**src/rtl/fwboot_pkg.sv**
```systemverilog
package fwboot_pkg;

  localparam int          PRIM_FIELD_AT = 8;
  localparam int          HDR_AT        = 'h300;
  localparam int          HDR_PAD       = 4;
  localparam int          HDR_LEN       = 16;
  localparam int          VER_AT        = 'h200;
  localparam int          VER_LEN       = 64;
  localparam logic [31:0] DATA_BASE     = 32'h3FFE_0000;
  localparam logic [31:0] CODE_BASE     = 32'h4000_0000;

  typedef enum logic [2:0] {
    ERR_NONE = 3'd0, ERR_IMG_CRC = 3'd1, ERR_HDR = 3'd2, ERR_ALIGN = 3'd3,
    ERR_BOUND = 3'd4, ERR_VER = 3'd5, ERR_LOAD_CRC = 3'd6
  } err_e;

  typedef enum logic [2:0] {
    B_BODY, B_TRAIL, B_PRIM, B_FIELD, B_VER, B_WORD
  } burst_e;

  typedef struct packed {
    logic   burstGo;
    burst_e burstSel;
    logic   crcClr;
    logic   latchPrim;
    logic   latchField;
    logic   secInit;
    logic   secSel;
    logic   wordWr;
  } dp_ctrl_t;

  typedef struct packed {
    logic busy;
    logic lenOk;
    logic crcMatch;
    logic primFit;
    logic hdrFit;
    logic lastField;
    logic codeAlign;
    logic codeFit;
    logic dataAlign;
    logic dataFit;
    logic verFit;
    logic verNz;
    logic secDone;
    logic loadOk;
  } dp_stat_t;

  function automatic logic [15:0] crc16Step(input logic [15:0] c, input logic [7:0] b);
    logic [15:0] r;
    r = c ^ {b, 8'h00};
    for (int i = 0; i < 8; i++) r = r[15] ? ((r << 1) ^ 16'h1021) : (r << 1);
    return r;
  endfunction

endpackage

```
**src/rtl/fwboot_dp.sv**
```systemverilog
module fwboot_dp
  import fwboot_pkg::*;
#(
  parameter int ADDR_W = 24,
  parameter int LEN_W  = 32
) (
  input  logic              clk,
  input  logic              rstN,
  input  dp_ctrl_t          ctl,
  input  logic [LEN_W-1:0]  imgLen,
  input  logic [7:0]        rdData,
  input  logic [15:0]       mbxCrc,
  output dp_stat_t          stat,
  output logic              rdEn,
  output logic [ADDR_W-1:0] rdAddr,
  output logic              mbxWrEn,
  output logic [31:0]       mbxAddr,
  output logic [31:0]       mbxData,
  output logic              mbxCrcClr
);
  localparam int EXT_W = LEN_W + 2;

  function automatic logic fits(input logic [LEN_W-1:0] a, b, c, lim);
    logic [EXT_W-1:0] s;
    s = EXT_W'(a) + EXT_W'(b) + EXT_W'(c);
    return s <= EXT_W'(lim);
  endfunction

  logic [LEN_W-1:0] ptr, cnt, prim, secPos, bStart, bLen, secBase, secSize;
  logic             desc, capEn, crcOn, bDesc, secIsCode;
  logic [31:0]      shiftR;
  logic [15:0]      crc;
  logic [23:0]      codeOff, codeSz, dataOff, dataSz;
  logic [1:0]       fieldIdx;

  assign secBase = prim + LEN_W'(secIsCode ? codeOff : dataOff);
  assign secSize = LEN_W'(secIsCode ? codeSz : dataSz);

  always_comb begin
    bDesc = 1'b0;
    case (ctl.burstSel)
      B_BODY:  begin bStart = '0;                  bLen = imgLen - LEN_W'(2); end
      B_TRAIL: begin bStart = imgLen - LEN_W'(2);  bLen = LEN_W'(2); end
      B_PRIM:  begin bStart = LEN_W'(PRIM_FIELD_AT + 1); bLen = LEN_W'(2); bDesc = 1'b1; end
      B_FIELD: begin
        bStart = prim + LEN_W'(HDR_AT + HDR_PAD + 2) + LEN_W'({fieldIdx, 1'b0}) + LEN_W'(fieldIdx);
        bLen   = LEN_W'(3);
        bDesc  = 1'b1;
      end
      B_VER:   begin bStart = prim + LEN_W'(dataOff) + LEN_W'(VER_AT); bLen = LEN_W'(1); end
      default: begin bStart = secBase + secPos + LEN_W'(3); bLen = LEN_W'(4); bDesc = 1'b1; end
    endcase
  end

  assign rdEn   = (cnt != '0);
  assign rdAddr = ptr[ADDR_W-1:0];

  always_ff @(posedge clk or negedge rstN) begin
    if (!rstN) begin
      ptr <= '0; cnt <= '0; desc <= 1'b0; crcOn <= 1'b0; capEn <= 1'b0;
      shiftR <= '0; crc <= '0; prim <= '0; fieldIdx <= '0;
      codeOff <= '0; codeSz <= '0; dataOff <= '0; dataSz <= '0;
      secPos <= '0; secIsCode <= 1'b0;
      mbxWrEn <= 1'b0; mbxAddr <= '0; mbxData <= '0; mbxCrcClr <= 1'b0;
    end else begin
      capEn     <= rdEn;
      mbxWrEn   <= 1'b0;
      mbxCrcClr <= ctl.secInit;
      if (ctl.burstGo) begin
        ptr   <= bStart;
        cnt   <= bLen;
        desc  <= bDesc;
        crcOn <= (ctl.burstSel == B_BODY) || (ctl.burstSel == B_WORD);
      end else if (rdEn) begin
        ptr <= desc ? ptr - LEN_W'(1) : ptr + LEN_W'(1);
        cnt <= cnt - LEN_W'(1);
      end
      if (ctl.crcClr) crc <= '0;
      else if (capEn && crcOn) crc <= crc16Step(crc, rdData);
      if (capEn) shiftR <= {shiftR[23:0], rdData};
      if (ctl.latchPrim) begin
        prim     <= LEN_W'({shiftR[15:0], 12'h000});
        fieldIdx <= '0;
      end
      if (ctl.latchField) begin
        case (fieldIdx)
          2'd0:    codeOff <= shiftR[23:0];
          2'd1:    codeSz  <= shiftR[23:0];
          2'd2:    dataOff <= shiftR[23:0];
          default: dataSz  <= shiftR[23:0];
        endcase
        fieldIdx <= fieldIdx + 2'd1;
      end
      if (ctl.secInit) begin
        secPos    <= '0;
        secIsCode <= ctl.secSel;
      end
      if (ctl.wordWr) begin
        mbxWrEn <= 1'b1;
        mbxData <= shiftR;
        mbxAddr <= (secIsCode ? CODE_BASE : DATA_BASE) + 32'(secPos);
        secPos  <= secPos + LEN_W'(4);
      end
    end
  end

  always_comb begin
    stat.busy      = rdEn || capEn;
    stat.lenOk     = imgLen >= LEN_W'(2);
    stat.crcMatch  = crc == shiftR[15:0];
    stat.primFit   = imgLen >= LEN_W'(PRIM_FIELD_AT + 2);
    stat.hdrFit    = fits(prim, LEN_W'(HDR_AT + HDR_LEN), '0, imgLen);
    stat.lastField = fieldIdx == 2'd3;
    stat.codeAlign = codeSz[1:0] == 2'b00;
    stat.dataAlign = dataSz[1:0] == 2'b00;
    stat.codeFit   = fits(prim, LEN_W'(codeOff), LEN_W'(codeSz), imgLen);
    stat.dataFit   = fits(prim, LEN_W'(dataOff), LEN_W'(dataSz), imgLen);
    stat.verFit    = fits(prim, LEN_W'(dataOff), LEN_W'(VER_AT + VER_LEN), imgLen);
    stat.verNz     = shiftR[7:0] != 8'h00;
    stat.secDone   = secPos == secSize;
    stat.loadOk    = crc == mbxCrc;
  end

endmodule

```
**src/rtl/fwboot_ctrl.sv**
```systemverilog
module fwboot_ctrl
  import fwboot_pkg::*;
#(
  parameter int HOLD_CYC = 5000
) (
  input  logic       clk,
  input  logic       rstN,
  input  logic       start,
  input  dp_stat_t   stat,
  output dp_ctrl_t   ctl,
  output logic       cpuStall,
  output logic       cpuStallOvd,
  output logic       cpuRst,
  output logic       pwrClr,
  output logic       done,
  output logic       err,
  output logic [2:0] errCode
);
  localparam int HOLD_W = $clog2(HOLD_CYC + 1);

  typedef enum logic [4:0] {
    S_IDLE, S_BODY, S_BODY_W, S_TRAIL, S_TRAIL_W, S_PRIM, S_PRIM_W, S_HDR,
    S_FIELD, S_FIELD_W, S_CHECK, S_VER, S_VER_W, S_SEC, S_WORD, S_WORD_W,
    S_SECEND, S_PWR, S_RST, S_HOLD
  } state_e;

  state_e            state;
  logic              curCode;
  logic [HOLD_W-1:0] holdCnt;

  always_comb begin
    ctl = '0;
    ctl.burstSel = B_BODY;
    case (state)
      S_IDLE:    ctl.crcClr = start;
      S_BODY:    ctl.burstGo = 1'b1;
      S_TRAIL:   begin ctl.burstGo = 1'b1; ctl.burstSel = B_TRAIL; end
      S_PRIM:    begin ctl.burstGo = 1'b1; ctl.burstSel = B_PRIM; end
      S_PRIM_W:  ctl.latchPrim = !stat.busy;
      S_FIELD:   begin ctl.burstGo = 1'b1; ctl.burstSel = B_FIELD; end
      S_FIELD_W: ctl.latchField = !stat.busy;
      S_VER:     begin ctl.burstGo = 1'b1; ctl.burstSel = B_VER; end
      S_SEC:     begin ctl.secInit = 1'b1; ctl.secSel = curCode; ctl.crcClr = 1'b1; end
      S_WORD:    begin ctl.burstGo = !stat.secDone; ctl.burstSel = B_WORD; end
      S_WORD_W:  ctl.wordWr = !stat.busy;
      default:   ;
    endcase
  end

  task automatic failWith(input err_e code);
    err     <= 1'b1;
    errCode <= code;
    state   <= S_IDLE;
  endtask

  always_ff @(posedge clk or negedge rstN) begin
    if (!rstN) begin
      state <= S_IDLE; curCode <= 1'b0; holdCnt <= '0;
      cpuStall <= 1'b0; cpuStallOvd <= 1'b0; cpuRst <= 1'b0; pwrClr <= 1'b0;
      done <= 1'b0; err <= 1'b0; errCode <= ERR_NONE;
    end else begin
      pwrClr <= (state == S_PWR);
      case (state)
        S_IDLE: if (start) begin
          done <= 1'b0; err <= 1'b0; errCode <= ERR_NONE;
          if (stat.lenOk) state <= S_BODY;
          else failWith(ERR_IMG_CRC);
        end
        S_BODY:   state <= S_BODY_W;
        S_BODY_W: if (!stat.busy) state <= S_TRAIL;
        S_TRAIL:  state <= S_TRAIL_W;
        S_TRAIL_W: if (!stat.busy) begin
          if (!stat.crcMatch)     failWith(ERR_IMG_CRC);
          else if (!stat.primFit) failWith(ERR_HDR);
          else                    state <= S_PRIM;
        end
        S_PRIM:    state <= S_PRIM_W;
        S_PRIM_W:  if (!stat.busy) state <= S_HDR;
        S_HDR:     if (stat.hdrFit) state <= S_FIELD; else failWith(ERR_HDR);
        S_FIELD:   state <= S_FIELD_W;
        S_FIELD_W: if (!stat.busy) state <= stat.lastField ? S_CHECK : S_FIELD;
        S_CHECK: begin
          if (!stat.codeAlign)      failWith(ERR_ALIGN);
          else if (!stat.codeFit)   failWith(ERR_BOUND);
          else if (!stat.dataAlign) failWith(ERR_ALIGN);
          else if (!stat.dataFit)   failWith(ERR_BOUND);
          else if (!stat.verFit)    failWith(ERR_VER);
          else                      state <= S_VER;
        end
        S_VER:   state <= S_VER_W;
        S_VER_W: if (!stat.busy) begin
          if (stat.verNz) begin
            cpuStall <= 1'b1; cpuStallOvd <= 1'b1; curCode <= 1'b0; state <= S_SEC;
          end else failWith(ERR_VER);
        end
        S_SEC:    state <= S_WORD;
        S_WORD:   state <= stat.secDone ? S_SECEND : S_WORD_W;
        S_WORD_W: if (!stat.busy) state <= S_WORD;
        S_SECEND: begin
          if (!stat.loadOk) failWith(ERR_LOAD_CRC);
          else if (curCode) state <= S_PWR;
          else begin curCode <= 1'b1; state <= S_SEC; end
        end
        S_PWR: state <= S_RST;
        S_RST: begin
          cpuRst <= 1'b1; holdCnt <= HOLD_W'(HOLD_CYC - 1); state <= S_HOLD;
        end
        S_HOLD: begin
          if (holdCnt == '0) begin
            cpuRst <= 1'b0; cpuStall <= 1'b0; done <= 1'b1; state <= S_IDLE;
          end else holdCnt <= holdCnt - HOLD_W'(1);
        end
        default: state <= S_IDLE;
      endcase
    end
  end

endmodule

```
**src/rtl/fwboot_seq.sv**
```systemverilog
module fwboot_seq
  import fwboot_pkg::*;
#(
  parameter int ADDR_W  = 24,
  parameter int LEN_W   = 32,
  parameter int CLK_HZ  = 50_000_000,
  parameter int HOLD_US = 100
) (
  input  logic              clk,
  input  logic              rstN,
  input  logic              start,
  input  logic [LEN_W-1:0]  imgLen,
  output logic              rdEn,
  output logic [ADDR_W-1:0] rdAddr,
  input  logic [7:0]        rdData,
  output logic              mbxWrEn,
  output logic [31:0]       mbxAddr,
  output logic [31:0]       mbxData,
  output logic              mbxCrcClr,
  input  logic [15:0]       mbxCrc,
  output logic              cpuStall,
  output logic              cpuStallOvd,
  output logic              cpuRst,
  output logic              pwrClr,
  output logic              done,
  output logic              err,
  output logic [2:0]        errCode
);
  localparam int HOLD_RAW = (CLK_HZ / 1_000_000) * HOLD_US;
  localparam int HOLD_CYC = (HOLD_RAW < 1) ? 1 : HOLD_RAW;

  dp_ctrl_t ctl;
  dp_stat_t stat;

  fwboot_ctrl #(.HOLD_CYC(HOLD_CYC)) u_ctrl (
    .clk(clk), .rstN(rstN), .start(start), .stat(stat), .ctl(ctl),
    .cpuStall(cpuStall), .cpuStallOvd(cpuStallOvd), .cpuRst(cpuRst),
    .pwrClr(pwrClr), .done(done), .err(err), .errCode(errCode)
  );

  fwboot_dp #(.ADDR_W(ADDR_W), .LEN_W(LEN_W)) u_dp (
    .clk(clk), .rstN(rstN), .ctl(ctl), .imgLen(imgLen), .rdData(rdData),
    .mbxCrc(mbxCrc), .stat(stat), .rdEn(rdEn), .rdAddr(rdAddr),
    .mbxWrEn(mbxWrEn), .mbxAddr(mbxAddr), .mbxData(mbxData), .mbxCrcClr(mbxCrcClr)
  );

endmodule

```
**config.mk**
```make
export PLATFORM = sky130hd
export DESIGN_NAME = fwboot_seq
export DESIGN_NICKNAME = d
export VERILOG_FILES = /design/src/rtl/fwboot_pkg.sv /design/src/rtl/fwboot_dp.sv /design/src/rtl/fwboot_ctrl.sv /design/src/rtl/fwboot_seq.sv
export SDC_FILE = /design/constraint.sdc
export NUM_CORES = 1
export LEC_CHECK = 0
export CAP_MARGIN = 5
export CORE_MARGIN = 2
export CORE_UTILIZATION = 61
export DETAILED_ROUTE_END_ITERATION = 10
export PLACE_DENSITY = 0.89
export SYNTH_ARGS = -nofsm -noshare
export SYNTH_HDL_FRONTEND = slang
export SYNTH_HIERARCHICAL = 1
export SYNTH_SLANG_ARGS = --single-unit
```
**constraint.sdc**
```tcl
create_clock -name clk -period 6.9 [get_ports clk]
set_input_delay 1.38 -clock clk [delete_from_list [all_inputs] [get_ports clk]]
set_output_delay 1.38 -clock clk [all_outputs]
set_load 0.02 [all_outputs]
```
* After elaboration in Yosys (flattened, before gate mapping)
Index checks and enable logic that the tools add are counted.
** Storage, ports and cells
- Register bits after elaboration :: 356
- Output and inout bits :: 100
- Word-level logic and storage cells :: 252
** Cells by class
- Mux-type cells :: 100
- Bitwise gates (word level) :: 11
- Reductions and logical operators :: 38
- Eq/ne operators :: 46
- Add/sub/neg operators :: 22
- $lt $le $gt $ge :: 6
** Operators with widths (number)
- $mux 32 :: 7
- $pmux 32 s5 :: 1
- $le 34x32->1 :: 4
- $pmux 32 s4 :: 1
- $mux 13 :: 9
- $pmux 5 s20 :: 1
- $add 28x24->29 :: 3
- $mux 5 :: 16
- $add 34x24->34 :: 2
- $add 32x32->32 :: 2
- $sub 32x1->32 const B :: 2
- $add 28x10->29 const B :: 2
- $mux 24 :: 2
- $mux 3 :: 14
- $eq 5x4->1 const B :: 8
- $add 34x10->34 const B :: 1
- $add 28x32->32 :: 1
- $add 32x1->32 const B :: 1
- $add 32x10->32 const B :: 1
- $add 32x2->32 :: 1
- $add 32x2->32 const B :: 1
- $add 32x3->32 :: 1
- $add 32x3->32 const B :: 1
- $eq 16x16->1 :: 2
- other kinds (51) :: 139

* Longest topological paths before layout
- Depth in word-level cells :: 19
- Depth in mapped cells :: 29
- Gate-level depth less buffers :: 29

* Modules after synthesis
Netlist, hierarchy kept.
** By module, submodules not included
- fwboot_dp :: seq. area each 7907.6 um^2, times used 1, area each 24712.5 um^2, cells an instance 2587
- fwboot_ctrl :: seq. area each 700.7 um^2, times used 1, area each 2042.0 um^2, cells an instance 244

* Least setup slack after synthesis
Ideal clock, no wire load.
- Path kind :: flip-flop to flip-flop
- Start point :: register u_dp.prim[13]
- End point :: register u_ctrl.errCode[0]
- Data arrival time :: 5516 ps
- Path slack :: 1260 ps
- Setup time :: 125 ps
- Stages on the path, launching flop included :: 30
- Data required time :: 6775 ps
- Cells stage by stage :: dfrtp_1 ha_1 a21o_1 a21oi_1 o21ai_0 a21oi_1 xor2_1 inv_1 ha_1 nand2_1 o21ai_0 a211oi_1 o21bai_1 a21oi_1 xnor2_1 ha_1 a21o_1 a21o_1 a21oi_1 nor2b_1 o21ai_0 nand2b_1 a221oi_1 o32ai_1 o31ai_1 nand3_1 or2_2 o21ai_1 nor4_4 mux2_2
** RTL lines
- from (decl) :: RTL line fwboot_dp.sv:29 : logic [LEN_W-1:0] ptr, cnt, prim, secPos, bStart, bLen, secBase, secSize;
- from (signal assigned) :: RTL line fwboot_dp.sv:82 : prim <= LEN_W'({shiftR[15:0], 12'h000});
- to (signal assigned) :: RTL line fwboot_ctrl.sv:60 : done <= 1'b0; err <= 1'b0; errCode <= ERR_NONE;
- to (signal assigned) :: RTL line fwboot_ctrl.sv:65 : done <= 1'b0; err <= 1'b0; errCode <= ERR_NONE;
- to (decl) :: RTL line fwboot_ctrl.sv:17 : output logic [2:0] errCode

==> flow_metrics.tcl <==
set metrics [dict create \
    syn-cell-area_um2 26800 \
    outcome "finished, final reports clean" \
    cts_max_path_buffers 3 \
    place_hpwl_um 68500 \
    drive_above_1_share 0.131 \
    layout_min_cycle_time_ns 6.49 \
    clock-sinks 344 \
    slew_violations 0 \
    syn-mean-instance-area_um2 9.45 \
    slew_headroom 0.176 \
    tns_ns 0 \
    via_count 24400 \
    worst_skew_pair.late_latency_ns 0.58 \
    finalWeightedCongestion 1.07 \
    grt_pass1_vias 23500 \
    path_class "register to register" \
    crit_path_start_kind "register" \
    htreeDepth 2 \
    critPathArrivalTime_ns 6.93 \
    worstMarginPinSlew_ns 1.22 \
    synthCells 2831 \
    seq_area_frac_synth 0.322 \
    floorplan.initialDensity 0.620 \
    synth_ff_type "dfrtp_1" \
    num_rows 76 \
    cts-buffers-inserted 39 \
    n_fill_cell 3153 \
    grt_pass1_wl_um 138000 \
    drtAntennaViolNets 0 \
    critPathMaxFanout 4 \
    end_kind "register" \
    wl_um 92000 \
    dieArea_um2 45600 \
    drcViolationCount 0 \
    finalHoldViolCount 0 \
    grt_overflow 0 \
    grt_max_degree 170 \
    antenna_found_initial 2 \
    root_buffer "clkbuf_16" \
    clk_pin_slew_ns 0.06 \
    postCtsHoldBufs 0 \
    cap_violations 0 \
    ioPinCount 159 \
    power_mw 8.59 \
    fin_util 0.703 \
    finalSetupViolCount 0 \
    cp.required_ns 7.33 \
    area_delta_synth_final_pct 13.5 \
    cts_tree "done" \
    port_buffers 156 \
    async_flop_share 1.00 \
    fmax_mhz 154 \
    ys_warn_count 6 \
    mostFrequentLayoutCell "dfrtp_1" \
    synth-edff-count 0 \
    core_um2 43200 \
    die_height_um 213 \
    final_cell_mix "dfrtp_1 (343), ha_1 (264), mux2_2 (227)" \
    power_density_nw_per_um2 283 \
    period_share 0.941 \
    finClkSkew_ns 0.0256 \
    final_cell_count_no_fill 3581 \
    dp_cells 3509 \
    power.leakage_nw 14.4 \
    rsz0062_at_grt "false" \
    peakVddDrop_mv 0.295 \
    drt_iter0_drc 2978 \
    die_x_um 213 \
    ys_ff_latch 344 \
    viasPerCell 6.81 \
    post_synth_num_cell_types 88 \
    grt_util_all_layers 0.398 \
    firstDrtPassIters 6 \
    hold_path.class "register to register" \
    nets 3318 \
    wire_per_inst_um 25.7 \
]
[sequential cells by signal, summed over array words and instances (netlist names), 2 cells and up]
name,count
u_dp/codeSz,24
u_dp/fieldIdx,2
u_dp/codeOff,24
u_dp/dataOff,24
u_ctrl/holdCnt,13
u_dp/shiftR,32
u_dp/prim,16
u_dp/dataSz,24
u_dp/mbxData,32
u_dp/mbxAddr,30
u_ctrl/state,5
u_dp/ptr,24
u_dp/cnt,32
u_dp/secPos,30
u_dp/crc,16
u_ctrl/errCode,3
[path summary, 6_finish.rpt]
check                                    from                 end  slack [ns]  cells past startpoint
max in group asynchronous                rstN      u_dp/secIsCode        5.04                      2
hold / removal             u_ctrl/cpuStallOvd  u_ctrl/cpuStallOvd        0.48                      1
hold reg to reg            u_ctrl/cpuStallOvd  u_ctrl/cpuStallOvd        0.48                      1
setup / recovery              u_dp/codeOff[1]   u_ctrl/errCode[1]        0.41                     27
setup reg to reg              u_dp/codeOff[1]   u_ctrl/errCode[1]        0.41                     27
min in group asynchronous                rstN        u_dp/cnt[23]        0.63                      1
[worst max-delay path, stage by stage (launching register included)]
cell and delay, ns:
dfrtp_1 0.41, ha_1 0.31, ha_1 0.18, inv_1 0.07, fa_1 0.40, nor2b_1 0.17
o31a_1 0.18, nor2_1 0.07, o21ai_1 0.28, a41oi_1 0.25, o21ai_1 0.37, a41oi_1 0.19
a211o_1 0.39, o31a_1 0.29, xnor2_1 0.13, ha_1 0.31, nand4_1 0.10, nor4_1 0.18
nand2_1 0.13, nor3_1 0.28, o21ai_0 0.15, o21ai_0 0.11, o2bb2ai_1 0.23, nand2_1 0.15
or2_2 0.14, o21ai_1 0.13, nor4_4 0.37, mux2_2 0.39
[per-layer routing]
metal	vias to the layer above	track usage	share of wire
met1	11900	0.526	0.40
met5	-	0	0
met3	364	0.0836	0.10
met2	1573	0.616	0.44
met4	0	0.215	0.061
li1	10600	-	-
[final cells by class]
type	count	area [um2]	share of cell area
tap	585	732	0.0241
clock inverter	19	215	0.00709
clock buffer	51	1090	0.0359
antenna	1	2.50	0.0000824
sequential	344	8610	0.284
inverter	92	345	0.0114
multi-input combinational	2278	17400	0.572
timing repair buffer	211	2000	0.0660
[synthesized netlist by cell type, types with 8 or more instances]
library cell	number	area share
and2_1	14	0.0033
clkbuf_1	90	0.013
a221oi_1	9	0.0029
ha_1	264	0.12
xor2_1	75	0.025
o211ai_1	21	0.0059
nor2b_1	34	0.0080
o21ai_1	9	0.0017
buf_1	12	0.0017
nand4_1	57	0.013
nor2_1	181	0.025
o22ai_1	11	0.0026
inv_1	92	0.013
nand3_1	60	0.011
nand2b_1	26	0.0061
o21ai_0	169	0.032
a211o_1	10	0.0033
dfrtp_1	344	0.32
buf_2	10	0.0019
and3_1	17	0.0040
mux2i_1	31	0.012
o21a_1	30	0.0084
o22a_1	12	0.0039
fa_1	29	0.022
nand2_1	203	0.028
o31ai_1	14	0.0039
a21oi_1	187	0.035
mux2_2	227	0.096
or3_1	20	0.0047
nor4_1	32	0.0075
xnor2_1	189	0.062
or4_1	10	0.0028
a21o_1	69	0.019
a211oi_1	23	0.0065
nor3_1	67	0.013
a31oi_1	23	0.0054
o41ai_1	8	0.0026
or2_2	10	0.0023
o21bai_1	14	0.0039
[cell families after synthesis]
family	count (synthesis)	synth area share
adder cells (fa/ha/maj)	293	0.145
multiplexers	258	0.107
other	1	0.000140
flip-flops	344	0.322
AND/OR/NAND/NOR	781	0.148
XOR/XNOR	264	0.0864
AO/OA/AOI/OAI	678	0.160
buffers and inverters	212	0.0315
[metrics by stage]
step | setup slack [ns] | hold slack (ns) | area [um2]
after CTS | 0.301 | 0.480 | 30300
after global routing | 0.0134 | 0.491 | 30400
after global placement | 0.571 | 0.452 | 29000
after detailed placement | 0.370 | 0.461 | 29000
final | 0.409 | 0.476 | 30400
after floorplan | 1.26 | 0.469 | 26800
[repair_timing]
| item | in CTS | in global routing |
|---|---|---|
| buffers inserted | 0 | 0 |
| resized for setup | 0 | 4 |
| setup endpoints to repair | 0 | 5 |
| hold endpoints to repair | 0 | 0 |
[where the power goes]
group	switching, mW	internal [mW]	leakage (nW)	total, mW
Clock	0.899	1.24	0.638	2.14
Sequential	0.434	2.31	4.59	2.75
Combinational	2.20	1.50	9.19	3.70
No activity file was read; power rests on OpenSTA's default activity.
